[src/rtl/atr_seq_pkg.sv]
`timescale 1ns/1ps
package atr_seq_pkg;

    typedef enum logic [3:0] {
        ST_IDLE,
        ST_OSC,
        ST_CONV,
        ST_VCC,
        ST_IO,
        ST_RLOW,
        ST_RHIGH,
        ST_HOLD,
        ST_RUN,
        ST_SYNC,
        ST_DRST,
        ST_DCLK,
        ST_DIO,
        ST_DVCC
    } seq_st_t;

    // Dwell of each timed state, in half-period ticks.
    function automatic int unsigned step_ticks(seq_st_t s);
        case (s)
            ST_OSC:  return 2;
            ST_CONV: return 2;
            ST_VCC:  return 4;
            ST_IO:   return 2;
            ST_DRST: return 1;
            ST_DCLK: return 1;
            ST_DIO:  return 2;
            ST_DVCC: return 6;
            default: return 1;
        endcase
    endfunction

endpackage

[src/rtl/atr_io_edge.sv]
`timescale 1ns/1ps
module atr_io_edge (
    input  logic clk,
    input  logic rst_n,
    input  logic sample,
    input  logic din,
    output logic fall
);
    logic s1, s2;

    // Two stages clocked by card clock pulses; idle level is high.
    always_ff @(posedge clk or negedge rst_n) begin
        if (!rst_n) begin
            s1 <= 1'b1;
            s2 <= 1'b1;
        end else if (sample) begin
            s1 <= din;
            s2 <= s1;
        end
    end

    assign fall = s2 & ~s1;
endmodule

[src/rtl/atr_step_timer.sv]
`timescale 1ns/1ps
module atr_step_timer #(
    parameter int TMR_W = 4
) (
    input  logic             clk,
    input  logic             rst_n,
    input  logic             tick,
    input  logic             clr,
    input  logic [TMR_W-1:0] len,
    output logic             done
);
    logic [TMR_W-1:0] cnt;

    always_ff @(posedge clk or negedge rst_n) begin
        if (!rst_n)    cnt <= '0;
        else if (clr)  cnt <= '0;
        else if (tick) cnt <= cnt + TMR_W'(1);
    end

    assign done = tick && (cnt == len - TMR_W'(1));
endmodule

[src/rtl/atr_pulse_count.sv]
`timescale 1ns/1ps
module atr_pulse_count #(
    parameter int CNT_W = 16
) (
    input  logic             clk,
    input  logic             rst_n,
    input  logic             clr,
    input  logic             inc,
    output logic [CNT_W-1:0] count
);
    always_ff @(posedge clk or negedge rst_n) begin
        if (!rst_n)   count <= '0;
        else if (clr) count <= '0;
        else if (inc) count <= count + CNT_W'(1);
    end
endmodule

[src/rtl/card_atr_seq.sv]
`timescale 1ns/1ps
module card_atr_seq
    import atr_seq_pkg::*;
#(
    parameter int CNT_W         = 16,
    parameter int EXT_W         = 8,
    parameter int IGNORE_PULSES = 200,
    parameter int TMR_W         = 4
) (
    input  logic             clk,
    input  logic             rst_n,
    input  logic             tick,
    input  logic             cclk_pulse,
    input  logic             start,
    input  logic             rstin,
    input  logic             card_present,
    input  logic             supply_ok,
    input  logic             hw_fault,
    input  logic             warm_req,
    input  logic             status_ack,
    input  logic             io_in,
    input  logic [CNT_W-1:0] rst_window,
    input  logic [EXT_W-1:0] early_window,
    output logic             osc_fast,
    output logic             conv_en,
    output logic             vcc_en,
    output logic             io_pullup,
    output logic             clk_en,
    output logic             rst_out,
    output logic             active,
    output logic             early_flag,
    output logic             mute_flag,
    output logic             prot_flag,
    output logic             supl_flag,
    output logic             warm_busy,
    output logic             start_clr,
    output logic             irq
);
    localparam int CMP_W = CNT_W + 1;

    seq_st_t          st, nxt;
    logic             start_d, async_q;
    logic             io_fall, tmr_done, tmr_clr, cnt_inc;
    logic [CNT_W-1:0] pcnt;
    logic [CMP_W-1:0] pcnt_nx, win_lim, early_lim;
    logic             in_session, prot_cause, emerg, live, accept;
    logic             low_ans, low_exp, hi_ans, hi_early, hi_mute, warm_go;

    atr_io_edge u_edge (
        .clk(clk), .rst_n(rst_n), .sample(cclk_pulse), .din(io_in), .fall(io_fall)
    );

    atr_step_timer #(.TMR_W(TMR_W)) u_tmr (
        .clk(clk), .rst_n(rst_n), .tick(tick), .clr(tmr_clr),
        .len(TMR_W'(step_ticks(st))), .done(tmr_done)
    );

    atr_pulse_count #(.CNT_W(CNT_W)) u_cnt (
        .clk(clk), .rst_n(rst_n), .clr(tmr_clr), .inc(cnt_inc), .count(pcnt)
    );

    assign in_session = (st == ST_OSC)  || (st == ST_CONV) || (st == ST_VCC) ||
                        (st == ST_IO)   || (st == ST_RLOW) || (st == ST_RHIGH) ||
                        (st == ST_HOLD) || (st == ST_RUN)  || (st == ST_SYNC);
    assign prot_cause = hw_fault | ~card_present;
    assign emerg      = in_session & (prot_cause | ~supply_ok);
    assign live       = ~emerg & start;
    assign accept     = (st == ST_IDLE) && start && !start_d &&
                        card_present && supply_ok && !supl_flag;

    assign pcnt_nx   = {1'b0, pcnt} + CMP_W'(1);
    assign win_lim   = {1'b0, rst_window};
    assign early_lim = CMP_W'(IGNORE_PULSES) + CMP_W'(early_window);

    assign low_ans  = (st == ST_RLOW) && cclk_pulse && io_fall &&
                      ({1'b0, pcnt} >= CMP_W'(IGNORE_PULSES));
    assign low_exp  = (st == ST_RLOW) && cclk_pulse && !low_ans && (pcnt_nx >= win_lim);
    assign hi_ans   = (st == ST_RHIGH) && cclk_pulse && io_fall;
    assign hi_early = hi_ans && ({1'b0, pcnt} < early_lim);
    assign hi_mute  = (st == ST_RHIGH) && cclk_pulse && !io_fall && (pcnt_nx >= win_lim);
    assign warm_go  = ((st == ST_HOLD) || (st == ST_RUN)) && warm_req && async_q;

    assign cnt_inc = cclk_pulse && ((st == ST_RLOW) || (st == ST_RHIGH));
    assign tmr_clr = (nxt != st);

    // Next-state logic
    always_comb begin
        nxt = st;
        if (in_session && (emerg || !start)) begin
            nxt = ST_DRST;
        end else begin
            unique case (st)
                ST_IDLE:          if (accept)   nxt = ST_OSC;
                ST_OSC:           if (tmr_done) nxt = ST_CONV;
                ST_CONV:          if (tmr_done) nxt = ST_VCC;
                ST_VCC:           if (tmr_done) nxt = ST_IO;
                ST_IO:            if (tmr_done) nxt = async_q ? ST_RLOW : ST_SYNC;
                ST_RLOW: begin
                    if (low_ans)      nxt = ST_HOLD;
                    else if (low_exp) nxt = ST_RHIGH;
                end
                ST_RHIGH:         if (hi_ans || hi_mute) nxt = ST_RUN;
                ST_HOLD, ST_RUN:  if (warm_go)  nxt = ST_RLOW;
                ST_SYNC:          nxt = ST_SYNC;
                ST_DRST:          if (tmr_done) nxt = ST_DCLK;
                ST_DCLK:          if (tmr_done) nxt = ST_DIO;
                ST_DIO:           if (tmr_done) nxt = ST_DVCC;
                ST_DVCC:          if (tmr_done) nxt = ST_IDLE;
                default:          nxt = ST_IDLE;
            endcase
        end
    end

    // State register and sticky status
    always_ff @(posedge clk or negedge rst_n) begin
        if (!rst_n) begin
            st         <= ST_IDLE;
            start_d    <= 1'b0;
            async_q    <= 1'b0;
            early_flag <= 1'b0;
            mute_flag  <= 1'b0;
            prot_flag  <= 1'b0;
            supl_flag  <= 1'b0;
            warm_busy  <= 1'b0;
            start_clr  <= 1'b0;
        end else begin
            st         <= nxt;
            start_d    <= start;
            start_clr  <= emerg;
            if (accept) async_q <= rstin;
            early_flag <= (early_flag & ~status_ack) | (live & (low_ans | hi_early));
            mute_flag  <= (mute_flag & ~status_ack)  | (live & (low_ans | hi_mute));
            prot_flag  <= (prot_flag & ~status_ack)  | (in_session & prot_cause);
            supl_flag  <= (supl_flag & ~status_ack)  | ~supply_ok;
            if (warm_go && live)
                warm_busy <= 1'b1;
            else if ((live && (low_ans || hi_mute)) || nxt == ST_DRST)
                warm_busy <= 1'b0;
        end
    end

    // Contact outputs by state
    always_comb begin
        osc_fast  = 1'b0;
        conv_en   = 1'b0;
        vcc_en    = 1'b0;
        io_pullup = 1'b0;
        clk_en    = 1'b0;
        rst_out   = 1'b0;
        unique case (st)
            ST_IDLE: ;
            ST_OSC:  osc_fast = 1'b1;
            ST_CONV: {osc_fast, conv_en} = 2'b11;
            ST_VCC:  {osc_fast, conv_en, vcc_en} = 3'b111;
            ST_IO:   {osc_fast, conv_en, vcc_en, io_pullup} = 4'b1111;
            ST_RLOW, ST_HOLD, ST_DRST:
                     {osc_fast, conv_en, vcc_en, io_pullup, clk_en} = 5'b11111;
            ST_RHIGH, ST_RUN: begin
                     {osc_fast, conv_en, vcc_en, io_pullup, clk_en} = 5'b11111;
                     rst_out = 1'b1;
            end
            ST_SYNC: begin
                     {osc_fast, conv_en, vcc_en, io_pullup, clk_en} = 5'b11111;
                     rst_out = rstin;
            end
            ST_DCLK: {osc_fast, conv_en, vcc_en, io_pullup} = 4'b1111;
            ST_DIO:  {osc_fast, conv_en, vcc_en} = 3'b111;
            ST_DVCC: {osc_fast, conv_en} = 2'b11;
            default: ;
        endcase
    end

    assign active = (st != ST_IDLE);
    assign irq    = early_flag | mute_flag | prot_flag | supl_flag;
endmodule

[config.mk]
export PLATFORM = sky130hd
export DESIGN_NAME = card_atr_seq
export DESIGN_NICKNAME = d
export VERILOG_FILES = /design/src/rtl/atr_seq_pkg.sv /design/src/rtl/atr_io_edge.sv /design/src/rtl/atr_step_timer.sv /design/src/rtl/atr_pulse_count.sv /design/src/rtl/card_atr_seq.sv
export SDC_FILE = /design/constraint.sdc
export NUM_CORES = 1
export LEC_CHECK = 0
export BUFFER_PORTS_ARGS = -buffer_cell sky130_fd_sc_hd__buf_2
export CELL_PAD_IN_SITES_DETAIL_PLACEMENT = 1
export CELL_PAD_IN_SITES_GLOBAL_PLACEMENT = 2
export CORE_ASPECT_RATIO = 0.7
export CORE_MARGIN = 2
export CORE_UTILIZATION = 35
export DETAILED_ROUTE_END_ITERATION = 16
export PLACE_DENSITY_LB_ADDON = 0.1
export REMOVE_ABC_BUFFERS = 1
export SYNTH_ARGS = -nofsm -noshare
export SYNTH_HDL_FRONTEND = slang
export SYNTH_SLANG_ARGS = --single-unit
[constraint.sdc]
create_clock -name clk -period 5.2 [get_ports clk]
set_input_delay 0.78 -clock clk [delete_from_list [all_inputs] [get_ports clk]]
set_output_delay 0.78 -clock clk [all_outputs]
set_load 0.02 [all_outputs]
* After elaboration in Yosys (flattened, before gate mapping) *
Memory sizes are Yosys's and may differ from the RTL's.
Cells that the tools add are included.

storage, ports and cells
  bits in registers = 34
  ROM bits = 48
  memories = 1

operators by class
  $add $sub $neg = 5
  $lt $le $gt $ge = 3
  equality and inequality tests = 16
  muxes and demuxes = 28
  bitwise operators = 26
  reduce and logical (&&, ||, !) cells = 53

memories
  memory           words  bits a word  rd ports  clocked after memory_dff  write ports  line               text
  (no name shown)  16     3            1         0                         0            atr_seq_pkg.sv:23  case (s)

operators with widths
  kind                                                                count
  2-to-1 mux 4 bit                                                    17
  case mux 4 bit (13 select lines)                                    1
  2-to-1 mux 16 bit                                                   2
  == test 4 bit, second input constant                                7
  logical AND 1 bit                                                   22
  adder 16 x 1 -> 17 bit, second input constant                       1
  greater-or-equal comparator 17 x 16 -> 1 bit                        1
  adder 16 x 1 -> 16 bit, second input constant                       1
  == test 4 x 3 -> 1 bit, second input constant                       4
  greater-or-equal comparator 16 x 8 -> 1 bit, second input constant  1
  less-than comparator 16 x 9 -> 1 bit                                1
  logical OR 1 bit                                                    14
  OR reduction 13 bit                                                 1
  OR reduction 12 bit                                                 1
  OR 1 bit                                                            11
  AND 1 bit                                                           10
  OR reduction 10 bit                                                 1
  adder 8 x 8 -> 9 bit, first input constant                          1
  == test 4 x 2 -> 1 bit, second input constant                       2
  OR reduction 8 bit                                                  1
  2-to-1 mux 1 bit                                                    7
  nonzero test 2 bit                                                  3
  OR reduction 6 bit                                                  1
  logical NOT 1 bit                                                   5
  other kinds (10)                                                    15

* Depth between registers and ports, before layout *
Gate-level depths: netlist (run 1).

  depth after elaboration = 17
  depth in mapped cells = 17

* Cells and area by module *
From an unflattened synthesis (run 1), not the netlist that was laid out.

unflattened totals
  cell total of the unflattened synthesis = 430
  area total of the unflattened synthesis = 3606.0 um^2

by module, submodules not included
  module           times used  cells each  area each (um^2)  sequential area each (um^2)
  card_atr_seq     1           317         2382.3            300.3
  atr_pulse_count  1           82          872.1             400.4
  atr_step_timer   1           26          270.3             100.1
  atr_io_edge      1           5           81.3              52.6

* Worst setup path after synthesis (run 1) *
OpenSTA, ideal clock, no wires.

  path type = register to register
  from = register u_cnt.count[0]
  to = register u_cnt.count[2]
  data arrival time = 3.870 ns
  data required time = 5.104 ns
  slack = 1.234 ns
  stages on the path, launching flop included = 17
  path buffers = 1
  period minus slack after synthesis = 3.966 ns
  cells stage by stage = dfrtp_1 -> ha_1 -> nand3_1 -> nor2_1 -> and3_1 -> and3_1 -> nand3_1 -> xnor2_1 -> ha_1 -> a21o_1 -> a21o_1 -> a211oi_1 -> o211ai_1 -> a2111oi_0 -> nor2_1 -> buf_1 -> nor4b_2

on the way
  word-level cells in the longest chain between the ends = 11
  elaborated cells on any way between the ends = 19

RTL lines
  item                                                                             line                   text
  from (decl)                                                                      atr_pulse_count.sv:9   output logic [CNT_W-1:0] count
  from (signal assigned)                                                           atr_pulse_count.sv:14  else if (inc) count <= count + CNT_W'(1);
  parallel branches: the longest is 11 deep, another holds adder 16 x 1 -> 17 bit  --

Several ways; the timed one is not identified. The select of a mux whose other input is x is not followed.
A chain may end at the register's enable or synchronous reset.

* Worst setup path after layout (run 1) *
Ends and elaborated chain as after synthesis.

==> run_results.csv, run 1 <==
group,metric,value,unit
clock_tree,cts_post_setup_buffers_inserted,0,
routing,final_antenna_net_count,0,
cells_and_area,final_layout_size_suffix_gt1_frac,0.196,
worst_setup_path,critical_path_source,"u_cnt.count[0]$_DFFE_PN0P_",
grt,grt_pass1_wl,16600,um
routing,vias_post_dr,3004,
synth,netlist_top_cells_area,"sky130_fd_sc_hd__dfrtp_1 (24%), sky130_fd_sc_hd__ha_1 (12%), sky130_fd_sc_hd__xor2_1 (5.0%), sky130_fd_sc_hd__a21oi_1 (4.5%), sky130_fd_sc_hd__xnor2_1 (4.0%)",
sta,postLayoutSetupSlackWorst,0.522,ns
place,place_hpwl,7870,um
die,chipHeight,85.4,um
power_and_ir_drop,internal_cell_power,793,uW
cells_and_area,finalInstanceArea,0.00384,sq mm
routing,drtPass1Iterations,5,
worst_setup_path,worst-endpoint-arrival,4.86,ns
sta,finalClockSkew,0.00280,ns
outcome,outcome,"completed",
sta,whs,0.555,ns
clock_tree,cts_buffer_depth,2,
clock_tree,clkTransAtPathRegs,0.06,ns
clock_tree,numCtsBuffers,5,
worst_setup_path,largest_fanout_on_the_critical_path,20,
clock_tree,htree_num_levels,2,
power_and_ir_drop,switching_pwr,689,uW
cells_and_area,number_of_fillers_in_the_final_layout,1116,
power_and_ir_drop,seqPwrFrac,0.215,
power_and_ir_drop,leakage,1.91,nW
cells_and_area,seqCellArea,853,sq um
synth,postSynthCellCount,392,
worst_setup_path,worstPathRequired,5.39,ns
sta,setup_total_negative_slack,0,ns
clock_tree,clock-root-buffer,"sky130_fd_sc_hd__clkbuf_16",
grt,gr-usage-all-layers,0.207,
routing,detail_route.drc_violations,0,
place,buffer_ports.inserted,49,
power_and_ir_drop,power_per_unit_of_standard_cell_area,386,mW/mm^2
sta,final.period_utilization,0.900,
synth,syn_area_per_cell,8.45,sq um
flow_run,cap_violations,0,
die,fp.coreArea,0.00914,sq mm
grt,grt_max_degree,35,
hold_path,hp-start,"early_flag$_DFF_PN0_",
routing,detailedRoute.firstIterationViolations,164,
sta,maxClockFrequency,214,MHz
sta,worstMarginPinSlew,1.17,ns
cells_and_area,nets,506,
clock_tree,clkLatencyLatePin,0.28,ns
cells_and_area,multi_input_area,0.00224,sq mm
power_and_ir_drop,comb_power_frac,0.553,
synth,synth_top_cell_area_share,0.242,
synth,synth.ff_latch_count,34,
worst_setup_path,worst-setup-path-type,"reg2reg",
worst_setup_path,worst_setup_path_start_kind,"register",
routing,wl_per_cell,17.8,um
worst_setup_path,r2r_start,"u_cnt.count[0]$_DFFE_PN0P_",
sta,hold_violations,0,
synth,mappedNetlistArea,0.00331,sq mm
synth,synth-async-reset-ratio,1.00,
power_and_ir_drop,part_of_the_total_power_dissipated_in_the_clock_network,0.233,
sta,grt_setup_unrepaired,"no",
synth,synth_ff_type,"sky130_fd_sc_hd__dfrtp_1",
synth,synth_enable_flop_cells,0,
grt,overflow,0,
synth,synth_cell_count_leaders,"sky130_fd_sc_hd__ha_1 (33), sky130_fd_sc_hd__dfrtp_1 (32), sky130_fd_sc_hd__inv_1 (32)",
die,fp.dieArea,0.0103,sq mm
place,post-place-ws,0.506,ns
place,routabilityCongestion,0.828,
grt,first_global_vias,3085,
synth,synth_top_cell_by_area,"sky130_fd_sc_hd__dfrtp_1",
clock_tree,tritoncts_num_sinks,34,
grt,grt_antenna_before_repair,0,
power_and_ir_drop,switching_fraction_of_total_power,0.465,
routing,route.final.wire_length,10000,um
sta,slew_violations,0,
die,pin_count,50,
sta,timing.final.setup_violations,0,
die,std_cell_rows,29,
clock_tree,postCtsResizedCells,0,
cells_and_area,flow.area_growth_from_synthesis,15.8,%
sta,worst_slew_margin_rel,0.222,
routing,routed_via_count_divided_by_cell_count,5.35,
synth,most_frequent_cell_after_synthesis,"sky130_fd_sc_hd__ha_1",
sta,finalCriticalPeriod,4.68,ns
power_and_ir_drop,power.ir.vdd_worst,0.199,mV
cells_and_area,antenna_cells,0,
clock_tree,tritoncts,"done",
synth,ys_seq_area_frac,0.258,
die,start_util,0.362,
worst_setup_path,worst_setup_path_end_kind,"register",
place,placedInstanceArea,0.00367,sq mm
hold_path,hold_path.class,"reg2reg",
synth,yosysWarnings,0,
die,die_w,120,um
clock_tree,post_cts_hold_buffer_count,0,
synth,synth.distinct_cells,62,
## cells in the final DEF (no fill, tap or decap), types with 7 or more instances in the layout
cell type	instances
sky130_fd_sc_hd__nor3_1	18
sky130_fd_sc_hd__nand2b_1	10
sky130_fd_sc_hd__nor2_1	22
sky130_fd_sc_hd__ha_1	33
sky130_fd_sc_hd__dfrtp_1	32
sky130_fd_sc_hd__nand4_1	9
sky130_fd_sc_hd__buf_4	7
sky130_fd_sc_hd__nand2_1	20
sky130_fd_sc_hd__inv_1	32
sky130_fd_sc_hd__buf_2	49
sky130_fd_sc_hd__nand3_1	12
sky130_fd_sc_hd__a21oi_1	30
sky130_fd_sc_hd__xnor2_1	15
sky130_fd_sc_hd__xor2_1	19
sky130_fd_sc_hd__a21o_1	8
sky130_fd_sc_hd__and3_1	14
sky130_fd_sc_hd__nor2b_1	7
sky130_fd_sc_hd__o21ai_0	15
## through the flow
| step | power (mW) | std cells | util |
|---|---|---|---|
| 5_1_grt | 1.59 | 562 | 0.420 |
| 6_report | 1.48 | 562 | 0.420 |
| 2_1_floorplan | 0.862 | 374 | - |
| 4_1_cts | 1.50 | 562 | 0.420 |
| 3_3_place_gp | 1.14 | 554 | 0.401 |
| 3_5_place_dp | 1.14 | 554 | 0.401 |
## logic make-up (layout without fill, tap and decap cells)
family,after synthesis,after routing,share of synthesized area
flip-flops,34,34,0.258
adder cells (fa/ha/maj),33,33,0.125
XOR/XNOR,34,34,0.0899
AO/OA/AOI/OAI,97,97,0.205
AND/OR/NAND/NOR,138,138,0.239
buffers and inverters,50,96,0.0646
multiplexers,6,6,0.0193
## power groups by stage
stage / clock network (mW) / registers, mW / logic [mW]
4_1_cts: 0.356 / 0.317 / 0.826
6_report: 0.345 / 0.318 / 0.819
5_1_grt: 0.367 / 0.322 / 0.902
3_5_place_dp: 0 / 0.322 / 0.822
3_3_place_gp: 0 / 0.322 / 0.820
2_1_floorplan: 0 / 0.338 / 0.525
## state kept, by name, indices dropped and copies added, names as in the netlist
| name | cells |
|---|---|
| async_q | 1 |
| early_flag | 1 |
| mute_flag | 1 |
| prot_flag | 1 |
| st | 4 |
| start_clr | 1 |
| start_d | 1 |
| supl_flag | 1 |
| u_cnt.count | 16 |
| u_edge.s1 | 1 |
| u_edge.s2 | 1 |
| u_tmr.cnt | 4 |
| warm_busy | 1 |
## routing by layer
layer | share of wire | up-vias | global-route usage | wire, um
li1 | - | 1505 | - | -
met1 | 0.57 | 1443 | 0.330 | 5730
met2 | 0.39 | 54 | 0.290 | 3910
met3 | 0.037 | 2 | 0.0383 | 374
met4 | 0.0010 | 0 | 0.0285 | 10
met5 | 0 | - | 0 | 0
## critical path: stages, from the launching register on
cell                       delay (ns)
sky130_fd_sc_hd__dfrtp_1         0.47
sky130_fd_sc_hd__ha_1            0.28
sky130_fd_sc_hd__nand3_1         0.23
sky130_fd_sc_hd__nor2_1          0.29
sky130_fd_sc_hd__and3_1          0.28
sky130_fd_sc_hd__and3_1          0.26
sky130_fd_sc_hd__nand3_1         0.13
sky130_fd_sc_hd__xnor2_1         0.16
sky130_fd_sc_hd__ha_1            0.29
sky130_fd_sc_hd__a21o_1          0.18
sky130_fd_sc_hd__a21o_1          0.17
sky130_fd_sc_hd__a211oi_1        0.28
sky130_fd_sc_hd__o211ai_1        0.26
sky130_fd_sc_hd__o21ai_0         0.27
sky130_fd_sc_hd__a21oi_1         0.11
sky130_fd_sc_hd__a2111o_1        0.39
sky130_fd_sc_hd__buf_4           0.23
sky130_fd_sc_hd__nor4b_2         0.30
## layout make-up
type | count | share of cell area
multi-input cells | 308 | 0.585
flip-flops and latches | 34 | 0.222
repair buffers | 56 | 0.0776
well taps | 124 | 0.0404
clock buffers | 5 | 0.0326
inverters | 32 | 0.0313
clock inverters | 3 | 0.0104
## worst paths after layout
path,to,slack [ns],cells after the start
worst max register to register,u_cnt.count[2]$_DFFE_PN0P_,0.52,17
worst min register to register,early_flag$_DFF_PN0_,0.55,2
min in group asynchronous,u_cnt.count[14]$_DFFE_PN0P_,0.61,1
worst max-delay path,u_cnt.count[2]$_DFFE_PN0P_,0.52,17
max in group asynchronous,u_tmr.cnt[3]$_DFFE_PN0P_,4.05,1
worst min-delay path,early_flag$_DFF_PN0_,0.55,2
No activity file was read; power rests on OpenSTA's default activity.
==> inputs of run 2 (changes only) <==
--- a/config.mk
+++ b/config.mk
@@ -12,8 +12,9 @@
 export CORE_MARGIN = 2
 export CORE_UTILIZATION = 35
 export DETAILED_ROUTE_END_ITERATION = 16
-export PLACE_DENSITY_LB_ADDON = 0.1
+export PLACE_DENSITY = 0.85
 export REMOVE_ABC_BUFFERS = 1
 export SYNTH_ARGS = -nofsm -noshare
 export SYNTH_HDL_FRONTEND = slang
+export SYNTH_HIERARCHICAL = 1
 export SYNTH_SLANG_ARGS = --single-unit
==> run 2 against run 1 <==
Effect of this change: worst setup slack got worse by 0.20 ns; clock power barely moved; power rose by 15%; maximum frequency fell by 4.1%; global-route usage fell by 1.3 points; critical path depth did not move; via count rose by 12%; design area rose by 7.4%; largest cell class unchanged; sequential power rose by 11%.
==> run_results.csv, run 2 <==
group,metric,value,unit
clock_tree,post_cts_hold_buffer_count,0,
cells_and_area,seqCellArea,853,sq um
synth,synth-async-reset-ratio,1.00,
cells_and_area,multi_input_area,0.00250,sq mm
worst_setup_path,worstPathRequired,5.36,ns
power_and_ir_drop,leakage,1.91,nW
synth,synth_cell_count_leaders,"sky130_fd_sc_hd__inv_1 (43), sky130_fd_sc_hd__ha_1 (39), sky130_fd_sc_hd__nor2_1 (38)",
die,pin_count,50,
cells_and_area,instances_no_fill,602,
sta,grt_setup_unrepaired,"no",
place,buffer_ports.inserted,49,
clock_tree,postCtsResizedCells,0,
sta,setup_total_negative_slack,0,ns
clock_tree,cts_buffer_depth,2,
sta,worst_slew_margin_rel,0.450,
grt,gr-usage-all-layers,0.194,
synth,most_frequent_cell_after_synthesis,"sky130_fd_sc_hd__inv_1",
clock_tree,htree_num_levels,2,
synth,synth_top_cell_by_area,"sky130_fd_sc_hd__dfrtp_1",
synth,postSynthCellCount,430,
cells_and_area,number_of_fillers_in_the_final_layout,1209,
sta,maxClockFrequency,205,MHz
worst_setup_path,worst_path_largest_cell_delay,0.61,ns
synth,synth.ff_latch_count,34,
grt,overflow,0,
synth,synth_top_cell_area_share,0.222,
worst_setup_path,worst_setup_path_start_kind,"register",
clock_tree,numCtsBuffers,5,
power_and_ir_drop,power_per_unit_of_standard_cell_area,415,mW/mm^2
sta,slew_violations,0,
worst_setup_path,worst-endpoint-arrival,5.04,ns
die,start_util,0.365,
cells_and_area,nets,548,
worst_setup_path,timing.critical_path.buf_inv,1,
routing,routed_via_count_divided_by_cell_count,5.61,
cells_and_area,most_common_cell_after_layout_fill_and_taps_aside,"sky130_fd_sc_hd__buf_2",
clock_tree,clkLatencyLatePin,0.28,ns
flow_run,cap_violations,0,
synth,synth_ff_type,"sky130_fd_sc_hd__dfrtp_1",
routing,drtPass1Iterations,6,
synth,netlist_top_cells_area,"sky130_fd_sc_hd__dfrtp_1 (22%), sky130_fd_sc_hd__ha_1 (14%), sky130_fd_sc_hd__xnor2_1 (6.1%), sky130_fd_sc_hd__inv_1 (4.5%), sky130_fd_sc_hd__nor2_1 (4.0%)",
worst_setup_path,timing.critical_path.max_delay_family,"simple AND/OR/NAND/NOR gates",
cells_and_area,final_layout_size_suffix_gt1_frac,0.205,
routing,route.final.wire_length,10500,um
grt,grt_max_degree,35,
grt,first_global_vias,3344,
sta,finalClockSkew,0.00568,ns
sta,finalCriticalPeriod,4.88,ns
worst_setup_path,cpMaxStageDelayCell,"sky130_fd_sc_hd__dfrtp_1",
cells_and_area,regMostFlops,"u_cnt/count",
synth,syn_area_per_cell,8.39,sq um
routing,wl_per_cell,17.5,um
die,die_w,125,um
synth,yosysWarnings,6,
cells_and_area,final_cell_mix,"sky130_fd_sc_hd__buf_2 (49), sky130_fd_sc_hd__inv_1 (43), sky130_fd_sc_hd__ha_1 (39)",
worst_setup_path,worst-setup-path-type,"reg2reg",
grt,grt_pass1_wl,17400,um
cells_and_area,reg.largest.list,"u_cnt/count (16), st (4), u_tmr/cnt (4)",
clock_tree,clock-root-buffer,"sky130_fd_sc_hd__clkbuf_16",
synth,synth_enable_flop_cells,0,
die,fp.coreArea,0.00987,sq mm
place,place.detailed.instances,594,
sta,worstMarginPinSlew,0.825,ns
place,place_hpwl,8030,um
outcome,outcome,"completed",
clock_tree,cts_post_setup_buffers_inserted,0,
cells_and_area,largest_register_ff_count,16,
synth,mappedNetlistArea,0.00361,sq mm
place,routabilityCongestion,0.859,
power_and_ir_drop,power.ir.vdd_worst,0.307,mV
synth,ys_seq_area_frac,0.237,
routing,vias_post_dr,3377,
synth,synth.distinct_cells,78,
hold_path,hold_path.class,"reg2reg",
worst_setup_path,largest_fanout_on_the_critical_path,11,
worst_setup_path,worst_setup_path_end_kind,"register",
sta,final.period_utilization,0.938,
routing,detail_route.drc_violations,0,
worst_setup_path,critical_path.most_common_cell,"sky130_fd_sc_hd__nand3_1",
routing,final_antenna_net_count,0,
place,post-place-ws,0.376,ns
cells_and_area,flow.area_growth_from_synthesis,14.3,%
worst_setup_path,cell_by_cell_listing_of_the_critical_path,"nand4_1 > nor2_1 > nand2_1 > or4_1 > xnor2_1 > ha_1 > nand3_1 > nor3_1 > o41ai_4 > a311o_1 > a21oi_1 > a221oi_1 > nand3_1 > o211ai_4 > buf_4 > nor4_2 > mux2_1",
die,std_cell_rows,30,
die,fp.dieArea,0.0111,sq mm
sta,hold_violations,0,
clock_tree,tritoncts,"done",
cells_and_area,antenna_cells,0,
grt,grt_antenna_before_repair,0,
clock_tree,clkTransAtPathRegs,0.06,ns
clock_tree,tritoncts_num_sinks,34,
sta,postLayoutSetupSlackWorst,0.324,ns
die,chipHeight,88.9,um
routing,detailedRoute.firstIterationViolations,142,
sta,timing.final.setup_violations,0,
[run 2: cell types whose count changed after synthesis, sizes merged, moves of 8 or more]
cell and change:
and3 -11, nand2 +12, xor2 -8, inv +11
nor3 -9, nor2 +15, xnor2 +10, a21oi -9
[run 2: metrics by stage]
step	hold WS, ns	util	area, sq um	total power, mW
final	0.538	0.417	4120	1.71
after global routing	0.578	0.417	4120	1.83
after CTS	0.558	0.417	4120	1.72
after detailed placement	0.548	0.401	3960	1.36
after global placement	0.526	0.401	3960	1.33
after floorplan	0.484	-	3510	1.04
[run 2: routing by layer]
| metal | up-vias | wire length (um) | share of wire | track usage |
|---|---|---|---|---|
| met5 | - | 0 | 0 | 0 |
| met4 | 0 | 45 | 0.0043 | 0.0323 |
| met3 | 4 | 460 | 0.044 | 0.0419 |
| met2 | 79 | 4550 | 0.43 | 0.294 |
| met1 | 1673 | 5460 | 0.52 | 0.288 |
| li1 | 1621 | - | - | - |
[run 2: cell families (layout without fill, tap and decap cells)]
| family | after synthesis | after routing | synth area share |
|---|---|---|---|
| DFF | 34 | 34 | 0.237 |
| buffers and inverters | 61 | 105 | 0.0708 |
| muxes | 7 | 7 | 0.0222 |
| AOI/OAI and AO/OA | 106 | 106 | 0.225 |
| and+or+nand+nor | 146 | 146 | 0.221 |
| adders and majority gates | 39 | 39 | 0.135 |
| other | 1 | 1 | 0.00104 |
| xor gates and xnor gates | 36 | 36 | 0.0874 |
[run 2: layout make-up]
class / instances / share of cell area
flip-flops and latches: 34 / 0.207
well taps: 128 / 0.0389
clock buffers: 6 / 0.0313
multi-input cells: 335 / 0.606
inverters: 43 / 0.0392
clock inverters: 2 / 0.00911
repair buffers: 54 / 0.0686
[run 2: worst reg2reg max path: cells and delay by family, from the launching register on]
kind | cells | cell delay, ns
and+or+nand+nor | 8 | 2.16
AOI/OAI and AO/OA | 5 | 1.01
DFF | 1 | 0.61
muxes | 1 | 0.35
adders and majority gates | 1 | 0.30
buffers and inverters | 1 | 0.20
xor gates and xnor gates | 1 | 0.15
[run 2: where the power goes]
group / leakage [nW] / internal (mW) / switching, mW / total (mW)
clock network: 0.0771 / 0.226 / 0.117 / 0.344
registers: 0.454 / 0.300 / 0.0536 / 0.354
logic: 1.38 / 0.366 / 0.646 / 1.01
[run 2: path summary, 6_finish.rpt]
kind / to / cells after the start / start / slack [ns]
max reg2reg: u_cnt/count[14]$_DFFE_PN0P_ / 17 / u_cnt/count[2]$_DFFE_PN0P_ / 0.32
min in group asynchronous: u_cnt/count[12]$_DFFE_PN0P_ / 1 / rst_n / 0.59
min: warm_busy$_DFFE_PN0P_ / 2 / warm_busy$_DFFE_PN0P_ / 0.54
max: u_cnt/count[14]$_DFFE_PN0P_ / 17 / u_cnt/count[2]$_DFFE_PN0P_ / 0.32
min reg2reg: warm_busy$_DFFE_PN0P_ / 2 / warm_busy$_DFFE_PN0P_ / 0.54
max in group asynchronous: warm_busy$_DFFE_PN0P_ / 1 / rst_n / 4.08
==> inputs of run 3 (changes only) <==
--- a/config.mk
+++ b/config.mk
@@ -12,7 +12,7 @@
 export CORE_MARGIN = 2
 export CORE_UTILIZATION = 35
 export DETAILED_ROUTE_END_ITERATION = 16
-export PLACE_DENSITY = 0.85
+export PLACE_DENSITY = 0.88
 export REMOVE_ABC_BUFFERS = 1
 export SYNTH_ARGS = -nofsm -noshare
 export SYNTH_HDL_FRONTEND = slang
==> run 3 against run 2 <==
Effect of this change: sequential cell count did not move; clock-buffer cell count rose by 2; sequential power fell by 2%.
==> run_results.csv, run 3 (synthesis gave the netlist of run 2 again) <==
group,metric,value,unit
outcome,outcome,"completed",
cells_and_area,finalInstanceArea,0.00413,sq mm
sta,maxClockFrequency,206,MHz
sta,slew_violations,0,
worst_setup_path,timing.critical_path.max_delay_family,"simple AND/OR/NAND/NOR gates",
clock_tree,numCtsBuffers,5,
sta,whs,0.544,ns
die,die_w,125,um
worst_setup_path,worst_path_largest_cell_delay,0.59,ns
die,start_util,0.365,
power_and_ir_drop,leakage,1.93,nW
sta,finalClockSkew,0.00795,ns
clock_tree,clkLatencyLatePin,0.29,ns
cells_and_area,regMostFlops,"u_cnt/count",
grt,grt_pass1_wl,17400,um
worst_setup_path,worst-setup-path-type,"reg2reg",
power_and_ir_drop,power_per_unit_of_standard_cell_area,410,mW/mm^2
place,placedInstanceArea,0.00396,sq mm
cells_and_area,final_cell_mix,"sky130_fd_sc_hd__buf_2 (49), sky130_fd_sc_hd__inv_1 (43), sky130_fd_sc_hd__ha_1 (39)",
sta,hold_violations,0,
grt,grt_max_degree,35,
grt,gr-usage-all-layers,0.195,
routing,route.final.wire_length,10300,um
worst_setup_path,largest_fanout_on_the_critical_path,11,
place,routabilityCongestion,0.922,
sta,finalCriticalPeriod,4.85,ns
sta,final.period_utilization,0.933,
power_and_ir_drop,power.ir.vdd_worst,0.251,mV
cells_and_area,reg.largest.list,"u_cnt/count (16), st (4), u_tmr/cnt (4)",
place,place_hpwl,8050,um
clock_tree,clock-root-buffer,"sky130_fd_sc_hd__clkbuf_16",
power_and_ir_drop,design_power_total,1.69,mW
die,std_cell_rows,30,
clock_tree,tritoncts,"done",
worst_setup_path,cpMaxStageDelayCell,"sky130_fd_sc_hd__dfrtp_1",
clock_tree,htree_num_levels,2,
cells_and_area,flow.area_growth_from_synthesis,14.6,%
worst_setup_path,cell_by_cell_listing_of_the_critical_path,"nand4_1 > nor2_1 > nand2_1 > or4_1 > xnor2_1 > ha_1 > nand3_1 > a2bb2oi_1 > and2_1 > a31oi_1 > a21o_1 > a221oi_1 > nand3_1 > o211ai_4 > nor3_2 > nor3b_2 > mux2_4",
worst_setup_path,timing.critical_path.buf_inv,0,
sta,postLayoutSetupSlackWorst,0.347,ns
routing,detail_route.drc_violations,0,
die,chipHeight,88.9,um
worst_setup_path,worst_setup_path_start_kind,"register",
cells_and_area,nets,549,
clock_tree,postCtsResizedCells,0,
cells_and_area,most_common_cell_after_layout_fill_and_taps_aside,"sky130_fd_sc_hd__buf_2",
cells_and_area,instances_no_fill,603,
cells_and_area,final_util,0.419,
grt,first_global_vias,3360,
worst_setup_path,worstPathRequired,5.37,ns
sta,worstMarginPinSlew,0.825,ns
hold_path,hold_path.class,"reg2reg",
cells_and_area,final_layout_size_suffix_gt1_frac,0.211,
flow_run,cap_violations,0,
place,buffer_ports.inserted,49,
die,fp.dieArea,0.0111,sq mm
place,post-place-ws,0.400,ns
sta,worst_slew_margin_rel,0.450,
sta,timing.final.setup_violations,0,
clock_tree,tritoncts_num_sinks,34,
worst_setup_path,critical_path.most_common_cell,"sky130_fd_sc_hd__nand3_1",
sta,setup_total_negative_slack,0,ns
die,pin_count,50,
worst_setup_path,worst_setup_path_end_kind,"register",
clock_tree,cts_buffer_depth,2,
routing,wl_per_cell,17.0,um
routing,routed_via_count_divided_by_cell_count,5.59,
worst_setup_path,worst-endpoint-arrival,5.02,ns
routing,vias_post_dr,3369,
clock_tree,cts_post_setup_buffers_inserted,0,
routing,detailedRoute.firstIterationViolations,179,
cells_and_area,antenna_cells,0,
routing,final_antenna_net_count,0,
cells_and_area,largest_register_ff_count,16,
routing,drtPass1Iterations,4,
clock_tree,post_cts_hold_buffer_count,0,
place,place.detailed.instances,595,
clock_tree,clkTransAtPathRegs,0.06,ns
grt,grt_antenna_before_repair,0,
grt,overflow,0,
die,fp.coreArea,0.00987,sq mm
sta,grt_setup_unrepaired,"no",
==> run 3: final cells by class <==
type                            instances  area (sq um)
Fill cell                            1185          5740
Multi-Input combinational cell        335          2500
Sequential cell                        34           855
Clock buffer                            8           166
Timing Repair Buffer                   55           290
Tap cell                              128           160
Inverter                               43           161
==> run 3: final timing paths <==
check	depth (start not counted)	from	slack, ns	end
max	17	u_cnt/count[3]$_DFFE_PN0P_	0.35	u_cnt/count[15]$_DFFE_PN0P_
min	2	warm_busy$_DFFE_PN0P_	0.54	warm_busy$_DFFE_PN0P_
max reg2reg	17	u_cnt/count[3]$_DFFE_PN0P_	0.35	u_cnt/count[15]$_DFFE_PN0P_
min reg2reg	2	warm_busy$_DFFE_PN0P_	0.54	warm_busy$_DFFE_PN0P_
max in group asynchronous	1	rst_n	4.03	st[3]$_DFF_PN0_
min in group asynchronous	1	rst_n	0.59	u_cnt/count[10]$_DFFE_PN0P_
==> run 3: power breakdown <==
group / internal [mW] / switching [mW]
Clock: 0.217 / 0.115
Sequential: 0.301 / 0.0451
Combinational: 0.370 / 0.645
Total: 0.888 / 0.805
==> run 3: layer usage <==
| layer | routed length (um) | up-vias | global-route usage |
|---|---|---|---|
| met5 | 0 | - | 0 |
| met4 | 65 | 0 | 0.0354 |
| met3 | 492 | 9 | 0.0371 |
| met2 | 4430 | 67 | 0.299 |
| met1 | 5270 | 1674 | 0.288 |
| li1 | - | 1619 | - |
==> run 3: worst register-to-register path: stages (launching register included) <==
cell                        delay, ns
sky130_fd_sc_hd__dfrtp_1         0.59
sky130_fd_sc_hd__nand4_1         0.19
sky130_fd_sc_hd__nor2_1          0.25
sky130_fd_sc_hd__nand2_1         0.12
sky130_fd_sc_hd__or4_1           0.56
sky130_fd_sc_hd__xnor2_1         0.14
sky130_fd_sc_hd__ha_1            0.30
sky130_fd_sc_hd__nand3_1         0.13
sky130_fd_sc_hd__a2bb2oi_1       0.23
sky130_fd_sc_hd__and2_1          0.33
sky130_fd_sc_hd__a31oi_1         0.18
sky130_fd_sc_hd__a21o_1          0.22
sky130_fd_sc_hd__a221oi_1        0.33
sky130_fd_sc_hd__nand3_1         0.21
sky130_fd_sc_hd__o211ai_4        0.37
sky130_fd_sc_hd__nor3_2          0.10
sky130_fd_sc_hd__nor3b_2         0.18
sky130_fd_sc_hd__mux2_4          0.29
